==> config.mk <==
export PLATFORM = sky130hd
export DESIGN_NAME = specctl_ctx
export DESIGN_NICKNAME = d
export VERILOG_FILES = /design/src/rtl/specctl_pkg.sv /design/src/rtl/specctl_seq.sv /design/src/rtl/specctl_bank.sv /design/src/rtl/specctl_merge.sv /design/src/rtl/specctl_ctx.sv
export SDC_FILE = /design/constraint.sdc
export NUM_CORES = 1
export LEC_CHECK = 0
export ABC_CLOCK_PERIOD_IN_PS = 1600
export BUFFER_PORTS_ARGS = -buffer_cell sky130_fd_sc_hd__buf_2
export CAP_MARGIN = 20
export CORE_MARGIN = 4
export CORE_UTILIZATION = 43
export CTS_BUF_LIST = sky130_fd_sc_hd__clkbuf_8
export DETAILED_ROUTE_END_ITERATION = 6
export GPL_TIMING_DRIVEN = 0
export PLACE_DENSITY_LB_ADDON = 0.25
export SETUP_SLACK_MARGIN = 0.02
export SKIP_LAST_GASP = 1
export SLEW_MARGIN = 20
export SYNTH_ARGS = -nofsm -noshare
export SYNTH_HDL_FRONTEND = slang
export SYNTH_SLANG_ARGS = --single-unit
==> constraint.sdc <==
create_clock -name clk -period 1.6 [get_ports clk]
set_clock_uncertainty 0.2 [all_clocks]
set_input_delay 0.16 -clock clk [delete_from_list [all_inputs] [get_ports clk]]
set_output_delay 0.16 -clock clk [all_outputs]
set_load 0.03 [all_outputs]
==> src/rtl/specctl_pkg.sv <==
package specctl_pkg;

    typedef enum logic [1:0] {
        MODE_HOST       = 2'd0,
        MODE_ENTRY_LOAD = 2'd1,
        MODE_GUEST      = 2'd2,
        MODE_EXIT_STORE = 2'd3
    } mode_e;

    localparam int unsigned SLOT_OFFSET_DEF = 32'h2E0;
    localparam int unsigned CAP_BIT_DEF     = 20;

endpackage

==> src/rtl/specctl_seq.sv <==
// Mode sequencer: owns the four-state mode, the captured save-area base
// and the single-word memory request port.
module specctl_seq
    import specctl_pkg::*;
#(
    parameter int unsigned ADDR_W      = 32,
    parameter int unsigned CTRL_W      = 32,
    parameter int unsigned SLOT_OFFSET = SLOT_OFFSET_DEF
) (
    input  logic              clk,
    input  logic              rst_n,
    input  logic              entry_req,
    input  logic              exit_req,
    input  logic [ADDR_W-1:0] save_base,
    input  logic [CTRL_W-1:0] guest_copy,
    input  logic              mem_req_ready,
    input  logic              mem_rsp_valid,
    output mode_e             mode,
    output logic              load_en,
    output logic              mem_req_valid,
    output logic              mem_req_write,
    output logic [ADDR_W-1:0] mem_req_addr,
    output logic [CTRL_W-1:0] mem_req_wdata
);

    localparam logic [ADDR_W-1:0] OFFSET = ADDR_W'(SLOT_OFFSET);

    typedef struct packed {
        mode_e             mode;
        logic              sent;
        logic [ADDR_W-1:0] base;
    } seq_t;

    seq_t seq_d, seq_q;
    logic in_xfer;

    always_comb begin
        seq_d   = seq_q;
        load_en = 1'b0;
        in_xfer = (seq_q.mode == MODE_ENTRY_LOAD) || (seq_q.mode == MODE_EXIT_STORE);

        if (in_xfer && !seq_q.sent && mem_req_ready) begin
            seq_d.sent = 1'b1;
        end

        unique case (seq_q.mode)
            MODE_HOST: begin
                if (entry_req) begin
                    seq_d.mode = MODE_ENTRY_LOAD;
                    seq_d.sent = 1'b0;
                    seq_d.base = save_base;
                end
            end
            MODE_ENTRY_LOAD: begin
                if (seq_q.sent && mem_rsp_valid) begin
                    load_en    = 1'b1;
                    seq_d.mode = MODE_GUEST;
                    seq_d.sent = 1'b0;
                end
            end
            MODE_GUEST: begin
                if (exit_req) begin
                    seq_d.mode = MODE_EXIT_STORE;
                    seq_d.sent = 1'b0;
                end
            end
            MODE_EXIT_STORE: begin
                if (seq_q.sent && mem_rsp_valid) begin
                    seq_d.mode = MODE_HOST;
                    seq_d.sent = 1'b0;
                end
            end
            default: seq_d.mode = MODE_HOST;
        endcase
    end

    always_ff @(posedge clk) begin
        if (!rst_n) begin
            seq_q <= '{mode: MODE_HOST, sent: 1'b0, base: '0};
        end else begin
            seq_q <= seq_d;
        end
    end

    assign mode          = seq_q.mode;
    assign mem_req_valid = in_xfer && !seq_q.sent;
    assign mem_req_write = (seq_q.mode == MODE_EXIT_STORE);
    assign mem_req_addr  = seq_q.base + OFFSET;
    assign mem_req_wdata = guest_copy;

endmodule

==> src/rtl/specctl_bank.sv <==
// Two-copy register bank with mode-steered writes and a load path into
// the guest copy.
module specctl_bank
    import specctl_pkg::*;
#(
    parameter int unsigned CTRL_W = 32
) (
    input  logic              clk,
    input  logic              rst_n,
    input  mode_e             mode,
    input  logic              wr_fire,
    input  logic [CTRL_W-1:0] wr_data,
    input  logic              load_en,
    input  logic [CTRL_W-1:0] load_data,
    output logic [CTRL_W-1:0] host_copy,
    output logic [CTRL_W-1:0] guest_copy
);

    typedef struct packed {
        logic [CTRL_W-1:0] host;
        logic [CTRL_W-1:0] guest;
    } bank_t;

    bank_t bank_d, bank_q;

    always_comb begin
        bank_d = bank_q;
        if (wr_fire) begin
            if (mode == MODE_GUEST) begin
                bank_d.guest = wr_data;
            end else if (mode == MODE_HOST) begin
                bank_d.host = wr_data;
            end
        end
        if (load_en) begin
            bank_d.guest = load_data;
        end
    end

    always_ff @(posedge clk) begin
        if (!rst_n) begin
            bank_q <= '0;
        end else begin
            bank_q <= bank_d;
        end
    end

    assign host_copy  = bank_q.host;
    assign guest_copy = bank_q.guest;

endmodule

==> src/rtl/specctl_merge.sv <==
// Output stage: effective vector, read mux, write stall and capability word.
module specctl_merge
    import specctl_pkg::*;
#(
    parameter int unsigned CTRL_W  = 32,
    parameter int unsigned CAP_W   = 32,
    parameter int unsigned CAP_BIT = CAP_BIT_DEF
) (
    input  mode_e             mode,
    input  logic [CTRL_W-1:0] host_copy,
    input  logic [CTRL_W-1:0] guest_copy,
    output logic [CTRL_W-1:0] ctrl_eff,
    output logic [CTRL_W-1:0] rd_value,
    output logic              wr_ready,
    output logic              guest_active,
    output logic [CAP_W-1:0]  cap_word
);

    assign guest_active = (mode == MODE_GUEST);
    assign wr_ready     = (mode == MODE_GUEST) || (mode == MODE_HOST);
    assign rd_value     = guest_active ? guest_copy : host_copy;

    for (genvar b = 0; b < CTRL_W; b++) begin : g_eff
        assign ctrl_eff[b] = host_copy[b] | (guest_active & guest_copy[b]);
    end

    for (genvar c = 0; c < CAP_W; c++) begin : g_cap
        assign cap_word[c] = (c == CAP_BIT);
    end

endmodule

==> src/rtl/specctl_ctx.sv <==
module specctl_ctx
    import specctl_pkg::*;
#(
    parameter int unsigned ADDR_W      = 32,
    parameter int unsigned CTRL_W      = 32,
    parameter int unsigned CAP_W       = 32,
    parameter int unsigned CAP_BIT     = CAP_BIT_DEF,
    parameter int unsigned SLOT_OFFSET = SLOT_OFFSET_DEF
) (
    input  logic              clk,
    input  logic              rst_n,
    input  logic              entry_req,
    input  logic              exit_req,
    input  logic [ADDR_W-1:0] save_base,
    input  logic              wr_valid,
    output logic              wr_ready,
    input  logic [CTRL_W-1:0] wr_data,
    output logic [CTRL_W-1:0] rd_value,
    output logic [CTRL_W-1:0] ctrl_eff,
    output logic              guest_active,
    output logic [CAP_W-1:0]  cap_word,
    output logic              mem_req_valid,
    input  logic              mem_req_ready,
    output logic              mem_req_write,
    output logic [ADDR_W-1:0] mem_req_addr,
    output logic [CTRL_W-1:0] mem_req_wdata,
    input  logic              mem_rsp_valid,
    input  logic [CTRL_W-1:0] mem_rsp_data
);

    mode_e             mode;
    logic              load_en;
    logic [CTRL_W-1:0] host_copy;
    logic [CTRL_W-1:0] guest_copy;
    logic              wr_fire;

    assign wr_fire = wr_valid && wr_ready;

    specctl_seq #(
        .ADDR_W     (ADDR_W),
        .CTRL_W     (CTRL_W),
        .SLOT_OFFSET(SLOT_OFFSET)
    ) u_seq (
        .clk          (clk),
        .rst_n        (rst_n),
        .entry_req    (entry_req),
        .exit_req     (exit_req),
        .save_base    (save_base),
        .guest_copy   (guest_copy),
        .mem_req_ready(mem_req_ready),
        .mem_rsp_valid(mem_rsp_valid),
        .mode         (mode),
        .load_en      (load_en),
        .mem_req_valid(mem_req_valid),
        .mem_req_write(mem_req_write),
        .mem_req_addr (mem_req_addr),
        .mem_req_wdata(mem_req_wdata)
    );

    specctl_bank #(
        .CTRL_W(CTRL_W)
    ) u_bank (
        .clk       (clk),
        .rst_n     (rst_n),
        .mode      (mode),
        .wr_fire   (wr_fire),
        .wr_data   (wr_data),
        .load_en   (load_en),
        .load_data (mem_rsp_data),
        .host_copy (host_copy),
        .guest_copy(guest_copy)
    );

    specctl_merge #(
        .CTRL_W (CTRL_W),
        .CAP_W  (CAP_W),
        .CAP_BIT(CAP_BIT)
    ) u_merge (
        .mode        (mode),
        .host_copy   (host_copy),
        .guest_copy  (guest_copy),
        .ctrl_eff    (ctrl_eff),
        .rd_value    (rd_value),
        .wr_ready    (wr_ready),
        .guest_active(guest_active),
        .cap_word    (cap_word)
    );

endmodule

==> results of run 1 <==
## kinds of logic after synthesis
family | Yosys count
AO/OA/AOI/OAI | 138
flip-flops | 99
XOR/XNOR | 25
multiplexers | 33
AND/OR/NAND/NOR | 277
other | 2
buffers and inverters | 94
adder cells (fa/ha/maj) | 1
## Yosys cell counts, types with 7 or more instances
library cell	count	share of area [%]
xnor2_1	17	2.8
nand2_1	170	12
a21o_1	34	4.8
clkbuf_1	23	1.6
buf_4	37	5.3
mux2_2	33	7.1
nand4_1	7	0.83
nor2_1	38	2.7
buf_2	22	2.1
xor2_1	8	1.3
a21oi_1	66	6.3
nand3_1	38	3.6
and3_1	8	0.95
dfxtp_1	99	38
a311oi_1	32	5.3
## metrics by stage
step,area (um2),utilization [%],setup TNS (ns)
after floorplan,6080,-,-3.01
after global placement,7430,61.8,-38.05
after detailed placement,7430,61.8,-38.47
after CTS,10400,86.7,-48.51
## per-layer routing
metal	overflow	track usage [%]
met5	0	8.09
met4	1	74.1
met3	0	46.8
met2	0	89.4
met1	0	62.6
## repair_timing
action                                  in CTS
hold buffers                                98
hold endpoints to repair                    99
setup buffers                               50
resized for setup                          339
cloned                                      14
pin swaps                                   70
endpoints found under the setup margin     184
==> summary.txt, run 1 <==
Outcome
  • Outcome: did not finish
  • Halt Stage: 5_1_grt
  • First error: [ERROR GRT-0232] Routing congestion too high. Check the congestion heatmap in the GUI.

Die
  • Die X: 119 um
  • Row count: 40
  • Starting Density: 43.9%
  • Ports: 267
  • Chip height: 119 um

Logic synthesis
  • Synth Area in XOR/XNOR: 4.16%
  • Post-Synth Simple-Gate Area: 22.7%
  • Register area share after synthesis: 37.6%
  • Synth unique cells: 40
  • Predominant post-synthesis flop cell: dfxtp_1
  • Synthesized cell area: 0.00527 mm2
  • Post-synthesis cell count: 669
  • Yosys warning count: 0
  • Synth Area in Compound Gates: 17.6%
  • Async SR Flop Fraction: 0%
  • Mux contribution to synthesized area: 7.05%
  • Yosys reg bits: 99
  • Post-synthesis adder-cell area fraction: 0.238%
  • Post-synth EDFFs: 0
  • Largest family of logic cells by synthesized area: simple AND/OR/NAND/NOR gates
  • Synthesized area per cell: 7.87 um2

Clocking
  • Sink Count: 99
  • Htree depth: 3
  • Num CTS Buffers: 9
  • Clock buffer depth: 2
  • Root Buffer: clkbuf_8

Placement
  • Placed insts: 1079
  • Port Buf Inserts: 233
  • Post-placement setup slack: -0.500 ns
  • RD Place Congestion: 0.883
  • DP Wirelength: 13300 um

Timing
  • Crit. endpoint post-GRT repair: mem_req_addr[28]
  • Worst endpoint pin kind: output port

GRT
  • Antenna violations before repair: 2
  • Overflow after GRT: 1
  • Total GRT Usage: 67.0%
  • Largest net degree at the start of global routing: 17
==> inputs of run 2 (changes only) <==
ABC_CLOCK_PERIOD_IN_PS = 2100   (was 1600)
CORE_UTILIZATION = 40   (was 43)
CTS_BUF_LIST = unset   (was sky130_fd_sc_hd__clkbuf_8)
PLACE_DENSITY_LB_ADDON = 0.15   (was 0.25)
SETUP_SLACK_MARGIN = unset   (was 0.02)
clock period = 2.1 ns   (was 1.6 ns; I/O delays follow)
==> summary.txt, run 2 <==
Drt
  • Avg WL per Cell: 17.2 um
  • Vias per std cell: 5.13
  • Routed wire length: 21400 um
  • First drt pass iteration count: 5
  • DR vias: 6406
  • Antenna Nets Post-Route: 0
  • Number of remaining DRC errors: 0
  • Starting DRT DRC Count: 701

Logic synthesis
  • Post-synth top area share: 37.6% (unchanged)
  • Post-synthesis adder-cell area fraction: 0.238% (unchanged)
  • Post-synth EDFFs: 0 (unchanged)
  • Top cells by area, synth: dfxtp_1 (38%), nand2_1 (12%), mux2_2 (7.1%) (unchanged)
  • Mux contribution to synthesized area: 7.05% (unchanged)
  • Yosys reg bits: 99 (unchanged)
  • Synth Area in Compound Gates: 17.6% (unchanged)
  • Register area share after synthesis: 37.6% (unchanged)
  • Synth unique cells: 40 (unchanged)
  • Area leader, netlist: dfxtp_1 (unchanged)
  • Most common cell in the synthesized netlist: nand2_1 (unchanged)
  • Synthesized cell area: 0.00527 mm2 (unchanged)
  • Post-synthesis cell count: 669 (unchanged)
  • Post-synth top cells: nand2_1 (170), dfxtp_1 (99), a21oi_1 (66), nand3_1 (38), nor2_1 (38) (unchanged)
  • Yosys warning count: 0 (unchanged)
  • Async SR Flop Fraction: 0% (unchanged)
  • Synth Area in XOR/XNOR: 4.16% (unchanged)
  • Largest family of logic cells by synthesized area: simple AND/OR/NAND/NOR gates (unchanged)
  • Predominant post-synthesis flop cell: dfxtp_1 (unchanged)
  • Synthesized area per cell: 7.87 um2 (unchanged)
  • Post-Synth Simple-Gate Area: 22.7% (unchanged)

Layout
  • Antenna diodes: 0
  • Biggest register: u_seq.seq_q
  • Commonest non-fill, non-tap cells in the layout: buf_2 (170), nand2_1 (168), dlygate4sd3_1 (97)
  • Layout overhead on the synthesized area: 73.6%
  • Largest register FFs: 33
  • Share of cells above drive strength 1: 40.3%
  • Area of the multi-input gates: 0.00313 mm2
  • Sequential cell area: 0.00204 mm2
  • Filler Cell Count: 941
  • Most common library cell in the layout ignoring fill and taps: buf_2
  • Fin nets: 1177

Timing
  • RSZ-0062 raised after global routing: true
  • Final Cycle Share: 110%
  • Slew Limit Fails: 0
  • Setup violations, final: 21
  • Slew headroom: 57.8%
  • Max Fclk: 434 MHz
  • Final hold viol count: 0
  • Worst-margin pin slew: 0.632 ns
  • Final setup TNS: -1.82 ns
  • Min Tclk post-route: 2.30 ns
  • Fin worst setup slack: -0.203 ns

Placement
  • Port Buf Inserts: 233 (unchanged)
  • DP Wirelength: 13300 um (about the same)
  • RD Place Congestion: 0.797 (was 0.883)

Worst setup path
  • Critical Path Sink Type: primary output
  • CP dominant cell by count: buf_4
  • Crit path cell chain: nand3_4, nor4_4, buf_4, nand3_1, xnor2_1, buf_4
  • Critical Path AT: 1.89 ns
  • Worst path depth: 6
  • Crit path required time: 1.69 ns
  • Reg2Reg Setup Slack: 0.13 ns
  • CP delay by family, top: simple AND/OR/NAND/NOR gates
  • CP max-delay cell: dfxtp_2
  • Max Fanout on Critical Path: 4
  • Crit start category: register
  • CP Class: reg2out
  • Max incr delay on CP: 0.38 ns
  • WP buf/inv: 2
  • R2r worst-path depth: 7

GRT
  • Total GRT Usage: 25.1%
  • Largest net degree at the start of global routing: 15
  • Antenna violations before repair: 0
  • First-pass GRT wire length: 29800 um
  • Overflow after GRT: 0
  • Vias in the first global route: 5905

Clocking
  • Num CTS Buffers: 9 (unchanged)
  • Root Buffer: clkbuf_16 (was clkbuf_8)
  • Clock slew at reported path FFs: 0.06 ns
  • Clock buffer depth: 2 (unchanged)
  • CTS tree: built
  • Htree depth: 3 (unchanged)
  • Worst skew pair latency: 0.34 ns
  • Sink Count: 99 (unchanged)

Die
  • Ports: 267 (unchanged)
  • Starting Density: 41.2% (was 43.9%)
  • CORE AREA: 0.0128 mm2
  • Die ar.: 0.0151 mm2
  • Chip height: 123 um (was 119 um)
  • Row count: 41 (was 40)
  • Die X: 123 um (was 119 um)

Pwr
  • Tot Pwr: 5100 uW
  • Power Density: 558 mW/mm2
  • Pleak: 0.00439 uW
  • VDD IR max: 0.000476 V

Outcome
  • Outcome: complete, but fails checks (was did not finish)
  • Failing checks: setup timing

Hold path
  • Worst hold path type: in2reg
  • WHS Path Cells: 4

Run
  • Max_cap viols: 0
==> run 2: cell counts after synthesis <==
Identical to the previous run, type by type.
==> run 2: layer usage <==
metal / wire (um) / vias to the layer above / global-route usage (%)
met5: 0 / - / 0
met1: 8420 / 2992 / 30.1
met2: 10700 / 355 / 44.3
met3: 1870 / 42 / 6.64
met4: 402 / 0 / 6.65
li1: - / 3017 / -
==> run 2: tightest hold or removal path: cells and delay by family <==
family | cells | cell delay [ns]
buffers and inverters | 1 | 0.09
AOI/OAI and AO/OA | 1 | 0.09
and+or+nand+nor | 2 | 0.14
==> run 2: final cells by class <==
| class | instances | area share, % |
|---|---|---|
| buffer | 85 | 6.75 |
| timing repair buffer | 365 | 30.8 |
| sequential | 99 | 22.3 |
| inverter | 7 | 0.342 |
| multi-input combinational | 506 | 34.3 |
| tap | 172 | 2.35 |
| clock buffer | 13 | 2.85 |
| clock inverter | 2 | 0.383 |
==> run 2: stage by stage <==
| step | worst slack, ns | hold slack (ns) | instances | util [%] | instance area (um2) |
|---|---|---|---|---|---|
| 2_1_floorplan | 0.0602 | 0.128 | 699 | - | 5420 |
| 3_3_place_gp | -0.0881 | 0.245 | 1104 | 53.2 | 6800 |
| 3_5_place_dp | -0.0832 | 0.249 | 1104 | 53.2 | 6800 |
| 4_1_cts | -0.111 | 0.00866 | 1236 | 67.2 | 8580 |
| 5_1_grt | -0.287 | 0.0371 | 1249 | 71.6 | 9140 |
| 6_report | -0.203 | 0.0134 | 1249 | 71.6 | 9140 |
==> run 2: final timing paths <==
kind | from | to
worst min-delay path | mem_rsp_valid | u_seq.mode[0]$_SDFFE_PN0P_
worst min register to register | u_seq.seq_q[2]$_SDFFE_PN0P_ | u_seq.seq_q[2]$_SDFFE_PN0P_
worst max register to register | u_seq.mode[0]$_SDFFE_PN0P_ | u_seq.seq_q[22]$_SDFFE_PN0P_
worst max-delay path | u_seq.seq_q[17]$_SDFFE_PN0P_ | mem_req_addr[30]
==> run 2: repair_timing <==
action / 4_1_cts / 5_1_grt
gates resized for setup: 117 / 158
hold endpoints to repair: 97 / 0
setup endpoints to repair: 86 / 77
buffers inserted: 19 / 12
hold buffers: 97 / 0
pin swaps: 15 / 20
cloned: 3 / 2
==> run 2: where the power goes <==
group | internal (uW) | switching (uW)
Clock | 981 | 692
Combinational | 609 | 760
Sequential | 1960 | 97.8
Total | 3550 | 1550
==> run 2: kinds of logic (layout without fill, tap and decap cells) <==
logic type | count (synthesis) | count (layout)
simple gates | 277 | 277
compound gates | 138 | 138
flops | 99 | 99
buf+inv | 94 | 472
mux | 33 | 33
xor+xnor | 25 | 25
other cells | 2 | 32
fa+ha+maj | 1 | 1
Note: power is estimated with default switching activity, not from simulation.
